<file path="src/rtl/ovs_rx_pkg.sv">
package ovs_rx_pkg;

  typedef enum logic [2:0] {
    ST_IDLE,
    ST_START,
    ST_DATA,
    ST_PAR,
    ST_STOP,
    ST_WAIT
  } rx_state_e;

  // two-out-of-three vote
  function automatic logic maj3(input logic a, input logic b, input logic c);
    return (a & b) | (a & c) | (b & c);
  endfunction

endpackage

</file>
<file path="src/rtl/ovs_rx_sync.sv">
module ovs_rx_sync #(
  parameter int STAGES = 2
) (
  input  logic clk,
  input  logic rst_n,
  input  logic tick_en,
  input  logic din,
  output logic line,
  output logic fall_tick
);

  logic [STAGES-1:0] sync_q;
  logic              prev_q;

  always_ff @(posedge clk or negedge rst_n) begin
    if (!rst_n) sync_q <= '1;
    else        sync_q <= {sync_q[STAGES-2:0], din};
  end

  assign line = sync_q[STAGES-1];

  // line value seen at the previous enabled tick
  always_ff @(posedge clk or negedge rst_n) begin
    if (!rst_n)       prev_q <= 1'b1;
    else if (tick_en) prev_q <= line;
  end

  assign fall_tick = tick_en & prev_q & ~line;

endmodule

</file>
<file path="src/rtl/ovs_rx_bitclk.sv">
module ovs_rx_bitclk
  import ovs_rx_pkg::*;
#(
  parameter int OVS = 16
) (
  input  logic clk,
  input  logic rst_n,
  input  logic tick_en,
  input  logic align,
  input  logic run,
  input  logic line,
  output logic bit_done,
  output logic bit_val
);

  localparam int CW  = $clog2(OVS);
  localparam int MID = OVS / 2;
  localparam logic [CW-1:0] IDX_S0  = CW'(MID - 1);
  localparam logic [CW-1:0] IDX_S1  = CW'(MID);
  localparam logic [CW-1:0] IDX_S2  = CW'(MID + 1);
  localparam logic [CW-1:0] IDX_TOP = CW'(OVS - 1);

  // index of the next tick to be handled within the current bit
  logic [CW-1:0] idx_q;
  logic          s0_q, s1_q;
  logic          step;

  assign step = run & tick_en;

  always_ff @(posedge clk or negedge rst_n) begin
    if (!rst_n) begin
      idx_q <= '0;
    end else if (align) begin
      idx_q <= CW'(1);
    end else if (step) begin
      idx_q <= (idx_q == IDX_TOP) ? '0 : idx_q + CW'(1);
    end
  end

  always_ff @(posedge clk or negedge rst_n) begin
    if (!rst_n) begin
      s0_q <= 1'b1;
      s1_q <= 1'b1;
    end else if (step) begin
      if (idx_q == IDX_S0) s0_q <= line;
      if (idx_q == IDX_S1) s1_q <= line;
    end
  end

  assign bit_done = step & (idx_q == IDX_S2);
  assign bit_val  = maj3(s0_q, s1_q, line);

  // timing frozen between ticks
  a_r4_tick_gated: assert property (@(posedge clk) disable iff (!rst_n)
    (!tick_en && !align) |=> $stable(idx_q));

endmodule

</file>
<file path="src/rtl/ovs_rx_ctrl.sv">
module ovs_rx_ctrl
  import ovs_rx_pkg::*;
#(
  parameter int DATA_W = 8
) (
  input  logic              clk,
  input  logic              rst_n,
  input  logic              tick_en,
  input  logic              line,
  input  logic              fall_tick,
  input  logic              bit_done,
  input  logic              bit_val,
  input  logic [1:0]        cfg_len,
  input  logic              cfg_par_en,
  input  logic              cfg_par_odd,
  input  logic              cfg_two_stop,
  output logic              align,
  output logic              run,
  output logic [DATA_W-1:0] rx_data,
  output logic              rx_valid,
  output logic              rx_par_err,
  output logic              rx_frm_err
);

  localparam int LEN_MIN = DATA_W - 3;
  localparam int IW      = $clog2(DATA_W);

  rx_state_e         state;
  logic [DATA_W-1:0] shreg;
  logic [IW-1:0]     bit_idx;
  logic [IW-1:0]     last_idx_q;
  logic [IW-1:0]     shamt_q;
  logic [1:0]        len_code_q;
  logic              par_en_q, par_odd_q, two_stop_q;
  logic              par_rx_q, stop_idx_q, frm_acc_q;

  // named events
  logic false_start, last_data, last_stop, char_frm;
  logic [DATA_W-1:0] just_data;

  function automatic logic [DATA_W-1:0] justify(input logic [DATA_W-1:0] v,
                                                input logic [IW-1:0] sh);
    return v >> sh;
  endfunction

  function automatic logic parity_of(input logic [DATA_W-1:0] v, input logic odd);
    return (^v) ^ odd;
  endfunction

  assign align       = (state == ST_IDLE) & fall_tick;
  assign run         = (state == ST_START) | (state == ST_DATA) |
                       (state == ST_PAR)   | (state == ST_STOP);
  assign false_start = (state == ST_START) & bit_done & bit_val;
  assign last_data   = (state == ST_DATA) & bit_done & (bit_idx == last_idx_q);
  assign last_stop   = (state == ST_STOP) & bit_done & (stop_idx_q == two_stop_q);
  assign char_frm    = frm_acc_q | ~bit_val;
  assign just_data   = justify(shreg, shamt_q);

  always_ff @(posedge clk or negedge rst_n) begin
    if (!rst_n) begin
      state      <= ST_IDLE;
      shreg      <= '0;
      bit_idx    <= '0;
      last_idx_q <= '0;
      shamt_q    <= '0;
      len_code_q <= '0;
      par_en_q   <= 1'b0;
      par_odd_q  <= 1'b0;
      two_stop_q <= 1'b0;
      par_rx_q   <= 1'b0;
      stop_idx_q <= 1'b0;
      frm_acc_q  <= 1'b0;
      rx_data    <= '0;
      rx_valid   <= 1'b0;
      rx_par_err <= 1'b0;
      rx_frm_err <= 1'b0;
    end else begin
      rx_valid <= 1'b0;
      unique case (state)
        ST_IDLE: begin
          if (fall_tick) begin
            state      <= ST_START;
            len_code_q <= cfg_len;
            last_idx_q <= IW'(LEN_MIN - 1) + IW'(cfg_len);
            shamt_q    <= IW'(DATA_W - LEN_MIN) - IW'(cfg_len);
            par_en_q   <= cfg_par_en;
            par_odd_q  <= cfg_par_odd;
            two_stop_q <= cfg_two_stop;
          end
        end
        ST_START: begin
          if (bit_done) begin
            if (bit_val) begin
              state <= ST_IDLE;
            end else begin
              state   <= ST_DATA;
              bit_idx <= '0;
              shreg   <= '0;
            end
          end
        end
        ST_DATA: begin
          if (bit_done) begin
            shreg   <= {bit_val, shreg[DATA_W-1:1]};
            bit_idx <= bit_idx + IW'(1);
            if (last_data) begin
              state      <= par_en_q ? ST_PAR : ST_STOP;
              stop_idx_q <= 1'b0;
              frm_acc_q  <= 1'b0;
              par_rx_q   <= 1'b0;
            end
          end
        end
        ST_PAR: begin
          if (bit_done) begin
            par_rx_q <= bit_val;
            state    <= ST_STOP;
          end
        end
        ST_STOP: begin
          if (bit_done) begin
            frm_acc_q <= char_frm;
            if (last_stop) begin
              rx_valid   <= 1'b1;
              rx_data    <= just_data;
              rx_par_err <= par_en_q & (par_rx_q != parity_of(just_data, par_odd_q));
              rx_frm_err <= char_frm;
              state      <= char_frm ? ST_WAIT : ST_IDLE;
            end else begin
              stop_idx_q <= 1'b1;
            end
          end
        end
        ST_WAIT: begin
          if (tick_en && line) state <= ST_IDLE;
        end
        default: state <= ST_IDLE;
      endcase
    end
  end

  // a start edge seen while idle opens a character
  a_r1_edge_starts: assert property (@(posedge clk) disable iff (!rst_n)
    (state == ST_IDLE && fall_tick) |=> (state == ST_START));

  // a start bit voted high is dropped without output
  a_r2_false_start: assert property (@(posedge clk) disable iff (!rst_n)
    false_start |=> (state == ST_IDLE && !rx_valid));

  // bits above the character length read zero
  a_r5_upper_zero: assert property (@(posedge clk) disable iff (!rst_n)
    rx_valid |-> ((rx_data >> (LEN_MIN + int'(len_code_q))) == '0));

  // no parity error without a parity bit
  a_r6_par_off: assert property (@(posedge clk) disable iff (!rst_n)
    (rx_valid && !par_en_q) |-> !rx_par_err);

  // framing error leaves the receiver waiting for a high line
  a_r7_frm_wait: assert property (@(posedge clk) disable iff (!rst_n)
    (rx_valid && rx_frm_err) |-> (state == ST_WAIT));

  // valid is a single-cycle pulse
  a_r8_one_cycle: assert property (@(posedge clk) disable iff (!rst_n)
    rx_valid |=> !rx_valid);

  // output word held between pulses
  a_r8_hold: assert property (@(posedge clk) disable iff (!rst_n)
    !rx_valid |-> $stable(rx_data));

endmodule

</file>
<file path="src/rtl/ovs_async_rx.sv">
module ovs_async_rx #(
  parameter int OVS         = 16,
  parameter int DATA_W      = 8,
  parameter int SYNC_STAGES = 2
) (
  input  logic              clk,
  input  logic              rst_n,
  input  logic              tick_en,
  input  logic              rxd_in,
  input  logic [1:0]        cfg_len,
  input  logic              cfg_par_en,
  input  logic              cfg_par_odd,
  input  logic              cfg_two_stop,
  output logic [DATA_W-1:0] rx_data,
  output logic              rx_valid,
  output logic              rx_par_err,
  output logic              rx_frm_err
);

  logic line, fall_tick, align, run, bit_done, bit_val;

  ovs_rx_sync #(.STAGES(SYNC_STAGES)) u_sync (
    .clk       (clk),
    .rst_n     (rst_n),
    .tick_en   (tick_en),
    .din       (rxd_in),
    .line      (line),
    .fall_tick (fall_tick)
  );

  ovs_rx_bitclk #(.OVS(OVS)) u_bitclk (
    .clk      (clk),
    .rst_n    (rst_n),
    .tick_en  (tick_en),
    .align    (align),
    .run      (run),
    .line     (line),
    .bit_done (bit_done),
    .bit_val  (bit_val)
  );

  ovs_rx_ctrl #(.DATA_W(DATA_W)) u_ctrl (
    .clk          (clk),
    .rst_n        (rst_n),
    .tick_en      (tick_en),
    .line         (line),
    .fall_tick    (fall_tick),
    .bit_done     (bit_done),
    .bit_val      (bit_val),
    .cfg_len      (cfg_len),
    .cfg_par_en   (cfg_par_en),
    .cfg_par_odd  (cfg_par_odd),
    .cfg_two_stop (cfg_two_stop),
    .align        (align),
    .run          (run),
    .rx_data      (rx_data),
    .rx_valid     (rx_valid),
    .rx_par_err   (rx_par_err),
    .rx_frm_err   (rx_frm_err)
  );

  // nothing delivered while the line has stayed idle since reset
  a_r9_quiet_idle: assert property (@(posedge clk) disable iff (!rst_n)
    (!run && !$past(run) && !rx_valid) |=> !rx_valid);

endmodule

</file>
<file path="config.mk">
export PLATFORM = sky130hd
export DESIGN_NAME = ovs_async_rx
export DESIGN_NICKNAME = d
export VERILOG_FILES = /design/src/rtl/ovs_rx_pkg.sv /design/src/rtl/ovs_rx_sync.sv /design/src/rtl/ovs_rx_bitclk.sv /design/src/rtl/ovs_rx_ctrl.sv /design/src/rtl/ovs_async_rx.sv
export SDC_FILE = /design/constraint.sdc
export NUM_CORES = 1
export LEC_CHECK = 0
export ABC_AREA = 1
export BUFFER_PORTS_ARGS = -buffer_cell sky130_fd_sc_hd__buf_2
export CAP_MARGIN = 15
export CELL_PAD_IN_SITES_DETAIL_PLACEMENT = 1
export CELL_PAD_IN_SITES_GLOBAL_PLACEMENT = 2
export CORE_ASPECT_RATIO = 0.8
export CORE_MARGIN = 4
export CORE_UTILIZATION = 38
export CTS_CLUSTER_SIZE = 30
export DETAILED_ROUTE_END_ITERATION = 8
export GPL_TIMING_DRIVEN = 0
export HOLD_SLACK_MARGIN = 0.12
export PLACE_DENSITY_LB_ADDON = 0.1
export SYNTH_ARGS = -nofsm -noshare
export SYNTH_HDL_FRONTEND = slang
export SYNTH_SLANG_ARGS = --single-unit
</file>
<file path="constraint.sdc">
create_clock -name clk -period 4.2 [get_ports clk]
set_clock_uncertainty 0.2 [all_clocks]
set_input_delay 0.63 -clock clk [delete_from_list [all_inputs] [get_ports clk]]
set_output_delay 0.63 -clock clk [all_outputs]
set_load 0.05 [all_outputs]
</file>
==> results.cfg, run 1 <==
[run_status]
status = completed

[final_layout]
syn_to_final_growth_pct = 12.41
final_core_util = 0.4403
drive_gt1_frac = 0.1558
instances_no_fill = 437
antenna_cells = 0
final_nets = 365
layout_commonest_cell = nand2_1
most-common-layout-cells = nand2_1, dfrtp_1, nand3_1, inv_1, buf_2
final_area_sq_um = 2821

[critical_path]
critical_path_buf_inv_count = 4
path_depth = 12
required_ps = 4190
slowest_delay_ps = 400
crit_path_start = u_bitclk.idx_q[1]$_DFFE_PN0P_
r2r_slack_ps = 2190
timing.rr.start = u_bitclk.idx_q[1]$_DFFE_PN0P_
crit_fanout = 10
critPathKind = register to register
endpoint = u_ctrl.state[2]$_DFFE_PN0P_
end_kind = register
slowest_stage = dfrtp_1
reg2regPathDepth = 12
crit_family = simple AND/OR/NAND/NOR gates
cp.arrival_ps = 2000
worstSetupStartpointType = register
worstReg2RegEnd = u_ctrl.state[2]$_DFFE_PN0P_
cp_cell_sequence = inv_1 > ha_1 > inv_1 > nor2_4 > nand4_4 > nor2_4 > inv_2 > buf_6 > a21oi_4 > nand2_2 > nand2_1 > nand2_1

[sta]
setup_violations = 0
slew_violations = 0
slew_headroom = 0.3319
hold_viol = 0
fin_crit_ps = 2012
max_slew.worst_pin.slew_ps = 1002
rsz0062_at_grt = false
fin_setup_tns_ps = 0
clock.fmax_ghz = 0.4970
finalCritPeriodShare = 0.4791

[power_and_ir_drop]
p_leak_uw = 0.001460
ir_drop_mv = 0.2524
power_uw = 2144
powerDensity_nw_per_um2 = 759.8

[clock_tree]
ctsHoldBuffers = 0
clkTransAtPathRegs_ps = 90
insertion_delay_ps = 290
cts.sinks = 45
cts_max_path_buffers = 2
h-tree-depth = 2
cts_tree = yes
cts_setup_buffers = 0
root_buffer = clkbuf_8
numCtsBuffers = 5
cts_resized = 0

[synthesis]
seq_area_frac_synth = 0.4511
ys_seq_elements = 45
yosysWarnings = 0
yosysTopAreaCellShare = 0.3988
synth_area_leaders = dfrtp_1, nand2_1, nand3_1
syn_nets = 340
ys_types = 36
netlist_instances = 327
yosys.area.top_type = dfrtp_1
synth_area_sq_um = 2510
syn_avg_cell_area_sq_um = 7.676

[global_route]
antenna_found_initial = 0
grt_overflow = 0
grt_pass1_wl_microns = 11040
grt_max_degree = 46
gr-usage-all-layers = 0.1724
grt_pass1_vias = 2218

[routing]
vias = 2141
via_per_inst = 4.899
ant_nets = 0
dr.pass1.iters = 4
drt-total-wl_microns = 6340
wire_per_inst_microns = 14.51
drt_iter0_drc = 75
drc = 0

[floorplanning]
ios = 20
start_util = 0.3916
design.core.area_sq_um = 6409
dieHeight_microns = 80.69
die_area_sq_um = 7977
row_count = 26
dieWidth_microns = 98.87

[placed_design]
portBuffers = 18
dp_hpwl_microns = 4893
gp_congestion = 0.7676
place_area_sq_um = 2705
place_inst = 429

[min_path]
hold_path_depth = 0
hp-class = register to register
hold_start = u_sync.sync_q[0]$_DFF_PN1_

[job]
maxCapViolations = 0
[cell families (layout without fill, tap and decap cells)]
logic type,Yosys count,in the layout,share of synthesized area
simple gates,183,183,0.3270
fa+ha+maj,4,4,0.01994
buf+inv,44,70,0.07128
flops,45,45,0.4511
compound gates,45,45,0.1097
xor+xnor,6,6,0.02094
[worst reg2reg max path, stage by stage (launching register included)]
cell and delay (ps):
dfrtp_1 400, inv_1 100, ha_1 150, inv_1 60, nor2_4 170, nand4_4 130
nor2_4 150, inv_2 60, buf_6 140, a21oi_4 160, nand2_2 80, nand2_1 60
nand2_1 50
[cell type report]
cell class              count  area (sq um)
plain buffers               9         47.55
clock buffers               7         86.33
clock inverters             1         30.03
fillers                   810          3587
inverters                  35         131.4
multi-input cells         238          1199
flip-flops and latches     45          1132
well taps                  84         105.1
repair buffers             18         90.09
[report_power, final]
part | leakage [uW] | switching [uW] | internal (uW)
clock network | 0.0000585 | 146 | 194
registers | 0.000554 | 119 | 580
logic | 0.000847 | 751 | 354
total | 0.00146 | 1020 | 1130
[layer usage]
metal / GRT usage / up-vias / wire, microns
met4: 0.02046 / 0 / 22
met2: 0.2540 / 27 / 2488
met5: 0 / - / 0
met1: 0.2661 / 1008 / 3614
li1: - / 1102 / -
met3: 0.03299 / 4 / 215
[stage by stage]
| stage | setup slack (ps) | hold slack (ps) |
|---|---|---|
| after CTS | 2168 | 170.4 |
| after global routing | 1975 | 175.5 |
| after floorplan | 2342 | 134.4 |
| after global placement | 2052 | 154.5 |
| after detailed placement | 1984 | 158.1 |
| final | 2188 | 170.9 |
[worst min-delay path by stage]
| stage | endpoint | slack [ps] |
|---|---|---|
| CTS | u_sync.sync_q[1]$_DFF_PN1_ | 170 |
| floorplan | u_bitclk.idx_q[0]$_DFFE_PN0P_ | 130 |
| finish | u_sync.sync_q[1]$_DFF_PN1_ | 170 |
| detailed placement | u_sync.sync_q[1]$_DFF_PN1_ | 160 |
| global placement | u_sync.sync_q[1]$_DFF_PN1_ | 150 |
| global route | u_sync.sync_q[1]$_DFF_PN1_ | 180 |
[state kept, by name (all words and copies together) (netlist names)]
name,flops
u_ctrl.par_rx_q,1
u_ctrl.rx_data,8
u_ctrl.par_en_q,1
u_sync.prev_q,1
u_sync.sync_q,2
u_ctrl.shamt_q,2
u_bitclk.s1_q,1
u_ctrl.rx_frm_err,1
u_ctrl.shreg,8
u_ctrl.par_odd_q,1
u_bitclk.s0_q,1
u_ctrl.rx_par_err,1
u_bitclk.idx_q,4
u_ctrl.last_idx_q,3
u_ctrl.rx_valid,1
u_ctrl.state,3
u_ctrl.frm_acc_q,1
u_ctrl.two_stop_q,1
u_ctrl.bit_idx,3
u_ctrl.stop_idx_q,1
[Yosys cell counts]
master      n
nand2_1   116
dfrtp_1    40
nand3_1    38
inv_1      30
o21ai_0    20
nor2_1     13
o22ai_1     8
buf_2       5
dfstp_2     5
ha_1        4
inv_2       4
nand2_2     4
o21ai_1     4
xnor2_1     4
clkbuf_1    3
nor2_4      3
a211oi_1    2
a21oi_1     2
o211ai_1    2
o21a_1      2
or2_2       2
xor2_1      2
a21oi_4     1
a31oi_1     1
buf_6       1
clkinv_1    1
nand3_2     1
nand3_4     1
nand3b_1    1
nand4_1     1
nand4_4     1
nor3_1      1
nor3b_1     1
o21ai_2     1
o21bai_1    1
o21bai_2    1
Note: power is estimated with default switching activity, not from simulation.
==> inputs of run 2 (changes only) <==
--- a/config.mk
+++ b/config.mk
@@ -12,7 +12,7 @@
 export CELL_PAD_IN_SITES_GLOBAL_PLACEMENT = 2
 export CORE_ASPECT_RATIO = 0.8
 export CORE_MARGIN = 4
-export CORE_UTILIZATION = 38
+export CORE_UTILIZATION = 32
 export CTS_CLUSTER_SIZE = 30
 export DETAILED_ROUTE_END_ITERATION = 8
 export GPL_TIMING_DRIVEN = 0
==> constraint.sdc (replaced) <==
create_clock -name clk -period 1.75 [get_ports clk]
set_clock_uncertainty 0.2 [all_clocks]
set_input_delay 0.2625 -clock clk [delete_from_list [all_inputs] [get_ports clk]]
set_output_delay 0.2625 -clock clk [all_outputs]
set_load 0.05 [all_outputs]
==> run 2 against run 1 <==
Against the previous run: highest routed layer unchanged; non-clock buffer count rose by 32; via count up 9.1%; sequential power rose by 140%; power grew to 2.8 times the previous value; cell count increased by 12%; die area is 17% higher; the run now ends with setup timing left; final area increased by 22%; global-route usage shrank 1.2 points; worst setup slack got worse by 2300 ps; sequential share of layout area down 7.0 points; first-iteration DRC count increased by 53%.
==> results.cfg, run 2 (synthesis gave the netlist of run 1 again) <==
[power_and_ir_drop]
ir_drop_mv = 0.5306
pwr-share-clk = 0.139
powerDensity_nw_per_um2 = 1748
power_switching_uw = 2798
swShare = 0.4664
power_frac_seq = 0.283
p_leak_uw = 0.001717
p_int_uw = 3201
pwr-share-comb = 0.578

[sta]
setup_ws_ps = -152.3
setup_violations = 15
max_slew.worst_pin.slew_ps = 586.1
slew_headroom = 0.6093
hold_viol = 0
clock.fmax_ghz = 0.5257
rsz0062_at_grt = true
slew_violations = 0
fin_crit_ps = 1902
finalCritPeriodShare = 1.087
fin_hold_ws_ps = 134.4

[critical_path]
end_kind = register
crit_fanout = 4
worstSetupStartpointType = register
critPathKind = register to register
cp.arrival_ps = 1920
r2r_slack_ps = -150
required_ps = 1770

[final_layout]
syn_to_final_growth_pct = 36.74
instances_no_fill = 490
drive_gt1_frac = 0.3455
most-common-layout-cells = nand2_1, dfrtp_1, nand3_1, inv_1, buf_2
layout_commonest_cell = nand2_1
antenna_cells = 0
final_nets = 397
top_regs = u_ctrl.rx_data x8, u_ctrl.shreg x8, u_bitclk.idx_q x4

[clock_tree]
h-tree-depth = 2
root_buffer = clkbuf_8
cts_max_path_buffers = 2
cts_tree = yes
clkTransAtPathRegs_ps = 90
numCtsBuffers = 5
insertion_delay_ps = 300
cts.sinks = 45

[routing]
wire_per_inst_microns = 14.78
drc = 0
drt-total-wl_microns = 7241
via_per_inst = 4.767
drt_iter0_drc = 115
dr.pass1.iters = 4
vias = 2336
ant_nets = 0

[placed_design]
place_inst = 450
portBuffers = 18
dp_hpwl_microns = 4965
gp_congestion = 0.7311

[floorplanning]
start_util = 0.3348
dieHeight_microns = 87.22
die_area_sq_um = 9333
design.core.area_sq_um = 7497
row_count = 28
ios = 20
dieWidth_microns = 107.0

[min_path]
hp-class = input port to register

[global_route]
antenna_found_initial = 0
grt_max_degree = 46
grt_pass1_vias = 2411
grt_pass1_wl_microns = 11920
grt_overflow = 0
gr-usage-all-layers = 0.1607

[job]
maxCapViolations = 0

[run_status]
violations = setup timing
status = finished, violations left
run 2: power by group through the flow:
stage,logic [uW],registers (uW),clock network [uW]
after global placement,2640,1690,0
final,3470,1700,833
after global routing,3940,1750,896
after detailed placement,2670,1700,0
after floorplan,1860,1810,0
after CTS,2900,1680,851
run 2: layer usage:
metal	GRT usage	part of all wire	routed length [microns]	vias to the layer above
li1	-	-	-	1170
met1	0.2368	0.53	3866	1134
met2	0.2503	0.43	3138	24
met3	0.03039	0.026	187	8
met4	0.02439	0.0068	49	0
met5	0	0	0	-
run 2: final cells by class:
class	instances	area [sq um]
fill	927	4065
multi-input combinational	238	1414
sequential	45	1137
timing repair buffer	50	401.6
inverter	35	143.9
tap	105	131.4
buffer	9	87.58
clock buffer	7	86.33
clock inverter	1	30.03
run 2: path summary, 6_finish.rpt:
kind / startpoint / end / cells after the start
worst max-delay path: u_bitclk.idx_q[1]$_DFFE_PN0P_ / u_ctrl.state[1]$_DFFE_PN0P_ / 11
worst min-delay path: tick_en / u_sync.prev_q$_DFFE_PN1P_ / 3
worst max register to register: u_bitclk.idx_q[1]$_DFFE_PN0P_ / u_ctrl.state[1]$_DFFE_PN0P_ / 11
worst min register to register: u_sync.sync_q[0]$_DFF_PN1_ / u_sync.sync_q[1]$_DFF_PN1_ / 0
max in group asynchronous: rst_n / u_bitclk.s1_q$_DFFE_PN1P_ / 3
min in group asynchronous: rst_n / u_ctrl.shreg[0]$_DFFE_PN0P_ / 2
run 2: repair_timing:
| action | CTS | global route |
|---|---|---|
| hold buffers | 8 | 0 |
| hold endpoints to repair | 49 | 0 |
| gates cloned | 0 | 0 |
| pin swaps | 6 | 10 |
| endpoints found under the setup margin | 35 | 38 |
| resized for setup | 24 | 81 |
| setup buffers | 9 | 14 |
run 2: through the flow:
| stage | cell area (sq um) | setup slack, ps | TNS [ps] | total power [uW] | util |
|---|---|---|---|---|---|
| 4_1_cts | 3052 | -174.3 | -2193 | 5425 | 0.4070 |
| 2_1_floorplan | 2510 | -42.03 | -42.03 | 3669 | - |
| 3_5_place_dp | 2731 | -238.3 | -3423 | 4368 | 0.3643 |
| 5_1_grt | 3432 | -262.2 | -3168 | 6586 | 0.4578 |
| 3_3_place_gp | 2731 | -243.4 | -2940 | 4332 | 0.3643 |
| 6_report | 3432 | -152.3 | -611.4 | 6000 | 0.4578 |
run 2: critical path, stage by stage, from the launching register on:
cell      delay [ps]
dfrtp_1          400
inv_2             80
ha_4             120
inv_2             40
nor2_4           130
nand4_4          120
nor2_4           120
inv_2             50
buf_8            120
a21oi_4          170
nand2_2          100
o21bai_2         150
